===== src/rtl/sup_pkg.sv =====
`timescale 1ns/1ps
package sup_pkg;
  localparam int FLAG_STBY  = 0;
  localparam int FLAG_LOGIC = 1;
  localparam int FLAG_MOTOR = 2;
  localparam int FLAG_OT    = 3;
  localparam int FLAG_TREC  = 4;
  localparam int FLAG_OC    = 5;
  localparam int NUM_FLAGS  = 6;

  typedef struct packed {
    logic clearDead;   // standby rise seen: restart dead-time count
    logic pumpOn;      // pump running: advance start-up wait
  } supStrobe_t;

  typedef enum logic [1:0] {
    FAULT_NONE        = 2'd0,
    FAULT_SUPPLY      = 2'd1,
    FAULT_THERMAL     = 2'd2,
    FAULT_OVERCURRENT = 2'd3
  } faultCode_e;
endpackage


===== src/rtl/sup_datapath.sv =====
`timescale 1ns/1ps
module sup_datapath
  import sup_pkg::*;
#(
  parameter int DEAD_TICKS  = 4,
  parameter int WAIT_CYCLES = 10000,
  parameter int SYNC_STAGES = 2
) (
  input  logic                 clk,
  input  logic                 rstN,
  input  logic [NUM_FLAGS-1:0] rawFlags,
  input  logic                 oscTick,
  input  supStrobe_t           strobe,
  output logic [FLAG_OC-1:0]   syncCtl,
  output logic                 deadExpired,
  output logic                 waitDone
);
  localparam int DEAD_W = $clog2(DEAD_TICKS);
  localparam int WAIT_W = $clog2(WAIT_CYCLES + 1);
  localparam logic [DEAD_W-1:0] DEAD_LAST = DEAD_W'(DEAD_TICKS - 1);
  localparam logic [WAIT_W-1:0] WAIT_LAST = WAIT_W'(WAIT_CYCLES);

  logic [NUM_FLAGS-1:0] syncPipe [SYNC_STAGES];
  logic [NUM_FLAGS-1:0] syncOut;
  logic [DEAD_W-1:0]    deadCnt;
  logic [WAIT_W-1:0]    waitCnt;
  logic                 ocSync;

  // Synchroniser chain for every asynchronous flag
  always_ff @(posedge clk or negedge rstN) begin
    if (!rstN) begin
      for (int i = 0; i < SYNC_STAGES; i++) syncPipe[i] <= '0;
    end else begin
      syncPipe[0] <= rawFlags;
      for (int i = 1; i < SYNC_STAGES; i++) syncPipe[i] <= syncPipe[i-1];
    end
  end

  assign syncOut = syncPipe[SYNC_STAGES-1];
  assign syncCtl = syncOut[FLAG_OC-1:0];
  assign ocSync  = syncOut[FLAG_OC];

  // Overcurrent dead time, counted in oscillator ticks
  assign deadExpired = ocSync && oscTick && (deadCnt == DEAD_LAST);

  always_ff @(posedge clk or negedge rstN) begin
    if (!rstN)                         deadCnt <= '0;
    else if (!ocSync || strobe.clearDead) deadCnt <= '0;
    else if (oscTick)                  deadCnt <= (deadCnt == DEAD_LAST) ? '0 : deadCnt + 1'b1;
  end

  // Charge-pump start-up wait
  always_ff @(posedge clk or negedge rstN) begin
    if (!rstN)                   waitCnt <= '0;
    else if (!strobe.pumpOn)     waitCnt <= '0;
    else if (waitCnt != WAIT_LAST) waitCnt <= waitCnt + 1'b1;
  end

  assign waitDone = (waitCnt == WAIT_LAST);

  // a trip needs the flag held since at least the previous clock
  assert_dead_needs_history_R3: assert property (@(posedge clk) disable iff (!rstN)
    deadExpired |-> $past(ocSync));

  // start-up counter never passes its limit
  assert_wait_bounded_R8: assert property (@(posedge clk) disable iff (!rstN)
    waitCnt <= WAIT_LAST);
endmodule


===== src/rtl/sup_control.sv =====
`timescale 1ns/1ps
module sup_control
  import sup_pkg::*;
(
  input  logic               clk,
  input  logic               rstN,
  input  logic [FLAG_OC-1:0] syncCtl,
  input  logic               deadExpired,
  input  logic               waitDone,
  output supStrobe_t         strobe,
  output logic               outEnable,
  output logic               pumpRun,
  output logic               pumpReady,
  output logic               thermalProtect,
  output logic [1:0]         faultCode
);
  logic stbyPrev, stbyRise, supplyLow, ocLatch, thLatch;
  faultCode_e code;

  assign stbyRise  = syncCtl[FLAG_STBY] & ~stbyPrev;
  assign supplyLow = ~(syncCtl[FLAG_LOGIC] & syncCtl[FLAG_MOTOR]);

  always_ff @(posedge clk or negedge rstN) begin
    if (!rstN) begin
      stbyPrev <= 1'b0;
      ocLatch  <= 1'b0;
      thLatch  <= 1'b0;
    end else begin
      stbyPrev <= syncCtl[FLAG_STBY];
      if (stbyRise)         ocLatch <= 1'b0;
      else if (deadExpired) ocLatch <= 1'b1;
      if (syncCtl[FLAG_OT])                       thLatch <= 1'b1;
      else if (stbyRise && syncCtl[FLAG_TREC])    thLatch <= 1'b0;
    end
  end

  assign pumpRun        = syncCtl[FLAG_STBY] & ~supplyLow & ~thLatch & ~ocLatch;
  assign pumpReady      = waitDone;
  assign outEnable      = pumpRun & waitDone;
  assign thermalProtect = thLatch;

  always_comb begin
    strobe.clearDead = stbyRise;
    strobe.pumpOn    = pumpRun;
  end

  always_comb begin
    if (supplyLow)    code = FAULT_SUPPLY;
    else if (thLatch) code = FAULT_THERMAL;
    else if (ocLatch) code = FAULT_OVERCURRENT;
    else              code = FAULT_NONE;
  end
  assign faultCode = code;

  // thermal release only with recovered temperature
  assert_thermal_release_R7: assert property (@(posedge clk) disable iff (!rstN)
    $fell(thLatch) |-> $past(syncCtl[FLAG_TREC]));

  // overcurrent release only on a standby rise
  assert_oc_release_R5: assert property (@(posedge clk) disable iff (!rstN)
    $fell(ocLatch) |-> $past(stbyRise));
endmodule


===== src/rtl/bridge_supervisor.sv =====
`timescale 1ns/1ps
module bridge_supervisor
  import sup_pkg::*;
#(
  parameter int DEAD_TICKS  = 4,
  parameter int WAIT_CYCLES = 10000,
  parameter int SYNC_STAGES = 2
) (
  input  logic       clk,
  input  logic       rstN,
  input  logic       standbyIn,
  input  logic       logicSupplyOk,
  input  logic       motorSupplyOk,
  input  logic       overTemp,
  input  logic       tempRecovered,
  input  logic       overCurrentRaw,
  input  logic       oscTick,
  output logic       outEnable,
  output logic       pumpRun,
  output logic       pumpReady,
  output logic [1:0] faultCode,
  output logic       thermalProtect
);
  logic [NUM_FLAGS-1:0] rawFlags;
  logic [FLAG_OC-1:0]   syncCtl;
  logic                 deadExpired, waitDone;
  supStrobe_t           strobe;

  always_comb begin
    rawFlags             = '0;
    rawFlags[FLAG_STBY]  = standbyIn;
    rawFlags[FLAG_LOGIC] = logicSupplyOk;
    rawFlags[FLAG_MOTOR] = motorSupplyOk;
    rawFlags[FLAG_OT]    = overTemp;
    rawFlags[FLAG_TREC]  = tempRecovered;
    rawFlags[FLAG_OC]    = overCurrentRaw;
  end

  sup_datapath #(
    .DEAD_TICKS(DEAD_TICKS), .WAIT_CYCLES(WAIT_CYCLES), .SYNC_STAGES(SYNC_STAGES)
  ) i_datapath (
    .clk(clk), .rstN(rstN), .rawFlags(rawFlags), .oscTick(oscTick),
    .strobe(strobe), .syncCtl(syncCtl), .deadExpired(deadExpired), .waitDone(waitDone)
  );

  sup_control i_control (
    .clk(clk), .rstN(rstN), .syncCtl(syncCtl), .deadExpired(deadExpired),
    .waitDone(waitDone), .strobe(strobe), .outEnable(outEnable), .pumpRun(pumpRun),
    .pumpReady(pumpReady), .thermalProtect(thermalProtect), .faultCode(faultCode)
  );

  // driving implies no fault reported
  assert_drive_no_fault_R9: assert property (@(posedge clk) disable iff (!rstN)
    outEnable |-> (faultCode == 2'd0));

  // thermal latch and pump never on together
  assert_thermal_stops_pump_R6: assert property (@(posedge clk) disable iff (!rstN)
    thermalProtect |-> !pumpRun);

  // drive starts only after the pump was already running
  assert_drive_after_pump_R8: assert property (@(posedge clk) disable iff (!rstN)
    $rose(outEnable) |-> $past(pumpRun));
endmodule


===== config.mk =====
export PLATFORM = sky130hd
export DESIGN_NAME = bridge_supervisor
export DESIGN_NICKNAME = d
export VERILOG_FILES = /design/src/rtl/sup_pkg.sv /design/src/rtl/sup_datapath.sv /design/src/rtl/sup_control.sv /design/src/rtl/bridge_supervisor.sv
export SDC_FILE = /design/constraint.sdc
export NUM_CORES = 1
export LEC_CHECK = 0
export ABC_CLOCK_PERIOD_IN_PS = 2900
export CAP_MARGIN = 20
export CORE_ASPECT_RATIO = 0.8
export CORE_MARGIN = 1
export CORE_UTILIZATION = 46
export CTS_CLUSTER_DIAMETER = 150
export DETAILED_ROUTE_END_ITERATION = 10
export PLACE_DENSITY_LB_ADDON = 0.05
export SLEW_MARGIN = 10
export SYNTH_ARGS = -nofsm -noshare
export SYNTH_HDL_FRONTEND = slang
export SYNTH_HIERARCHICAL = 1
export SYNTH_SLANG_ARGS = --single-unit
export TNS_END_PERCENT = 30

===== constraint.sdc =====
create_clock -name clk -period 2.9 [get_ports clk]
set_input_delay 0.435 -clock clk [delete_from_list [all_inputs] [get_ports clk]]
set_output_delay 0.435 -clock clk [all_outputs]
set_load 0.05 [all_outputs]

==> impl_metrics.json <==
{
  "chipWidth_um": 63.16,
  "tightestPinTransition_ns": 0.4986,
  "rows": 17,
  "post_cts_buffers": 0,
  "syn_nets": 136,
  "first_pass_iters": 4,
  "place_inst": 168,
  "fmax_mhz": 370.9,
  "ant_nets": 0,
  "root_buffer": "clkbuf_8",
  "cp_slowest_cell": "or4_4",
  "viasPerCell": 5.278,
  "critPathKind": "flip-flop to primary output",
  "slowest_delay_ns": 0.54,
  "worstPathCellList": "or4_4, nor4_4, nor4b_2, buf_12",
  "postCtsHoldBufs": 0,
  "synth_area_leaders": "dfrtp_1 (56%), buf_4 (4.4%), mux2i_1 (3.6%)",
  "synth_warnings": 6,
  "gr-total-overflow": 0,
  "required_ns": 2.47,
  "cp-start-kind": "flip-flop",
  "cts_buffers": 5,
  "synth_top_area_share_pct": 56.36,
  "clk_path_buf_depth": 2,
  "htree_levels": 2,
  "max_cap_violations": 0,
  "antenna_found_initial": 0,
  "place_congestion": 0.7363,
  "end_kind": "primary output",
  "area_growth_syn_to_layout_pct": 18.55,
  "vias": 929,
  "postSynthAreaPerCell_um2": 11.10,
  "grt_pass1_wl_um": 3774,
  "fin_tns_setup_ns": 0,
  "grt_start_max_net_pins": 32,
  "clk_pin_slew_worst_paths_ns": 0.06,
  "layout.nets": 149,
  "slew_viol_final": 0,
  "p_leak_nw": 0.6471,
  "finalWorstSetupSlack_ns": 0.2038,
  "synth_top_cell_by_area": "dfrtp_1",
  "r2r_start": "i_datapath/waitCnt[3]",
  "io_pins": 15,
  "min_period_ns": 2.696,
  "first_global_vias": 822,
  "clk_latency_ns": 0.28,
  "dp_slack_ns": 0.5063,
  "synthesis.area_um2": 1376,
  "synth_cell_type_count": 31,
  "setup_violations": 0,
  "outcome": "finished clean",
  "drt-total-wl_um": 2237,
  "grt_usage_pct": 16.55,
  "cts_tree": "yes",
  "peakVddDrop_uv": 346.6,
  "hold_violations": 0,
  "dieHeight_um": 50.93,
  "hpwl_um": 1622,
  "worstPathArrival_ns": 2.26,
  "drive_gt1_share_pct": 11.59,
  "drt_iter0_markers": 14,
  "die_area_um2": 3216,
  "io_buffers": 14,
  "cts.sinks": 31,
  "path_buf_inv": 1,
  "critical_path.startpoint": "i_datapath/waitCnt[3]",
  "core-area_um2": 2808,
  "synth_seq_cells": 31,
  "hold_class": "flip-flop to flip-flop",
  "cts_resized": 0,
  "initial_core_util_pct": 49.02,
  "fin_cells": 176,
  "path_max_fanout": 6,
  "slew_headroom_pct": 66.66,
  "drc": 0,
  "powerDensity_nw_per_um2": 559.6,
  "syn_inst": 124,
  "yosysSeqAreaShare_pct": 56.36,
  "diodes": 0,
  "fillers": 249,
  "finalCritPeriodShare_pct": 92.97,
  "rsz0062_at_grt": "false",
  "fin_skew_ns": 0.002579,
  "cp_top_family": "simple AND/OR/NAND/NOR gates",
  "routedWlPerCell_um": 12.71,
  "min_from": "i_datapath/syncPipe[11]"
}
==> worst paths after layout <==
check                                          end  slack [ns]  depth (start not counted)
setup / recovery                         outEnable        0.20                          4
hold / removal               i_datapath/syncOut[5]        0.35                          0
setup reg to reg            i_datapath/waitCnt[12]        1.18                          3
hold reg to reg              i_datapath/syncOut[5]        0.35                          0
max in group asynchronous  i_datapath/syncPipe[10]        2.09                          2
min in group asynchronous        i_control/ocLatch        0.54                          2
==> layout make-up <==
class                      instances  area, um2  area share (%)
inverter                           7      26.28           1.610
clock inverter                     3      43.79           2.684
multi-input combinational         76      506.7           31.06
tap                               38      47.55           2.914
timing repair buffer              16      162.7           9.969
sequential                        31      775.7           47.55
clock buffer                       5      68.82           4.218
==> cells by family (layout without fill, tap and decap cells) <==
family	after synthesis	in the layout	synth area share, %
simple gates	46	46	20.54
xor+xnor	2	2	1.273
flops	31	31	56.36
mux	5	5	3.637
compound gates	20	20	8.637
buf+inv	17	31	6.818
fa+ha+maj	3	3	2.728
==> cells in the final DEF (no fill, tap or decap), drive strengths merged, types with 4 or more instances in the layout <==
cell           count
o21ai              5
mux2i              5
nand2              9
dfrtp             31
nor2               8
clkdlybuf4s50     12
or3                4
nand3              6
clkbuf             5
o31ai              4
buf                4
inv                6
or4                5
a21oi              8
==> through the flow <==
step	hold slack (ns)	area, um2	util, %	power (mW)
3_3_place_gp	0.3324	1519	54.10	0.5044
5_1_grt	0.3549	1632	58.11	0.9473
4_1_cts	0.3511	1632	58.11	0.9287
6_report	0.3481	1632	58.11	0.9130
3_5_place_dp	0.3363	1519	54.10	0.5058
2_1_floorplan	0.1394	1376	-	0.4827
==> flip-flops by register name, summed over array words and instances (netlist names) <==
signal                    count
i_datapath/deadCnt            2
i_datapath/syncOut            6
i_control/stbyPrev            1
i_control/ocLatch             1
i_datapath/waitCnt           14
i_control/thermalProtect      1
i_datapath/syncPipe           6
==> where the power goes <==
part	total, mW	internal [mW]	switching [mW]
Combinational	0.0449	0.0201	0.0248
Clock	0.417	0.255	0.162
Sequential	0.451	0.444	0.00687
Total	0.913	0.720	0.193
==> metal layers <==
metal,share of wire (%),track usage (%)
met2,42,22.58
met5,0,0
met4,1.3,11.24
met1,50,21.14
met3,6.6,7.143
==> cell usage after synthesis <==
cell / instances
clkinv_1: 1
o21ai_0: 5
mux2i_1: 5
nand2_1: 9
buf_4: 8
and2b_1: 1
clkbuf_1: 2
dfrtp_1: 31
nand3_1: 5
o31ai_1: 4
a31oi_1: 1
o211ai_1: 1
nor4b_2: 1
or4b_1: 1
nor4_4: 1
nand3_2: 1
or3_1: 4
or4_4: 1
nor4_1: 1
o211a_1: 1
inv_1: 6
or4_1: 4
xor2_1: 2
nand3b_1: 2
a21oi_1: 8
nor3_1: 1
nand2b_1: 2
nand4_1: 3
ha_1: 3
nor2_1: 8
and3_1: 1
No activity file was read; power rests on OpenSTA's default activity.
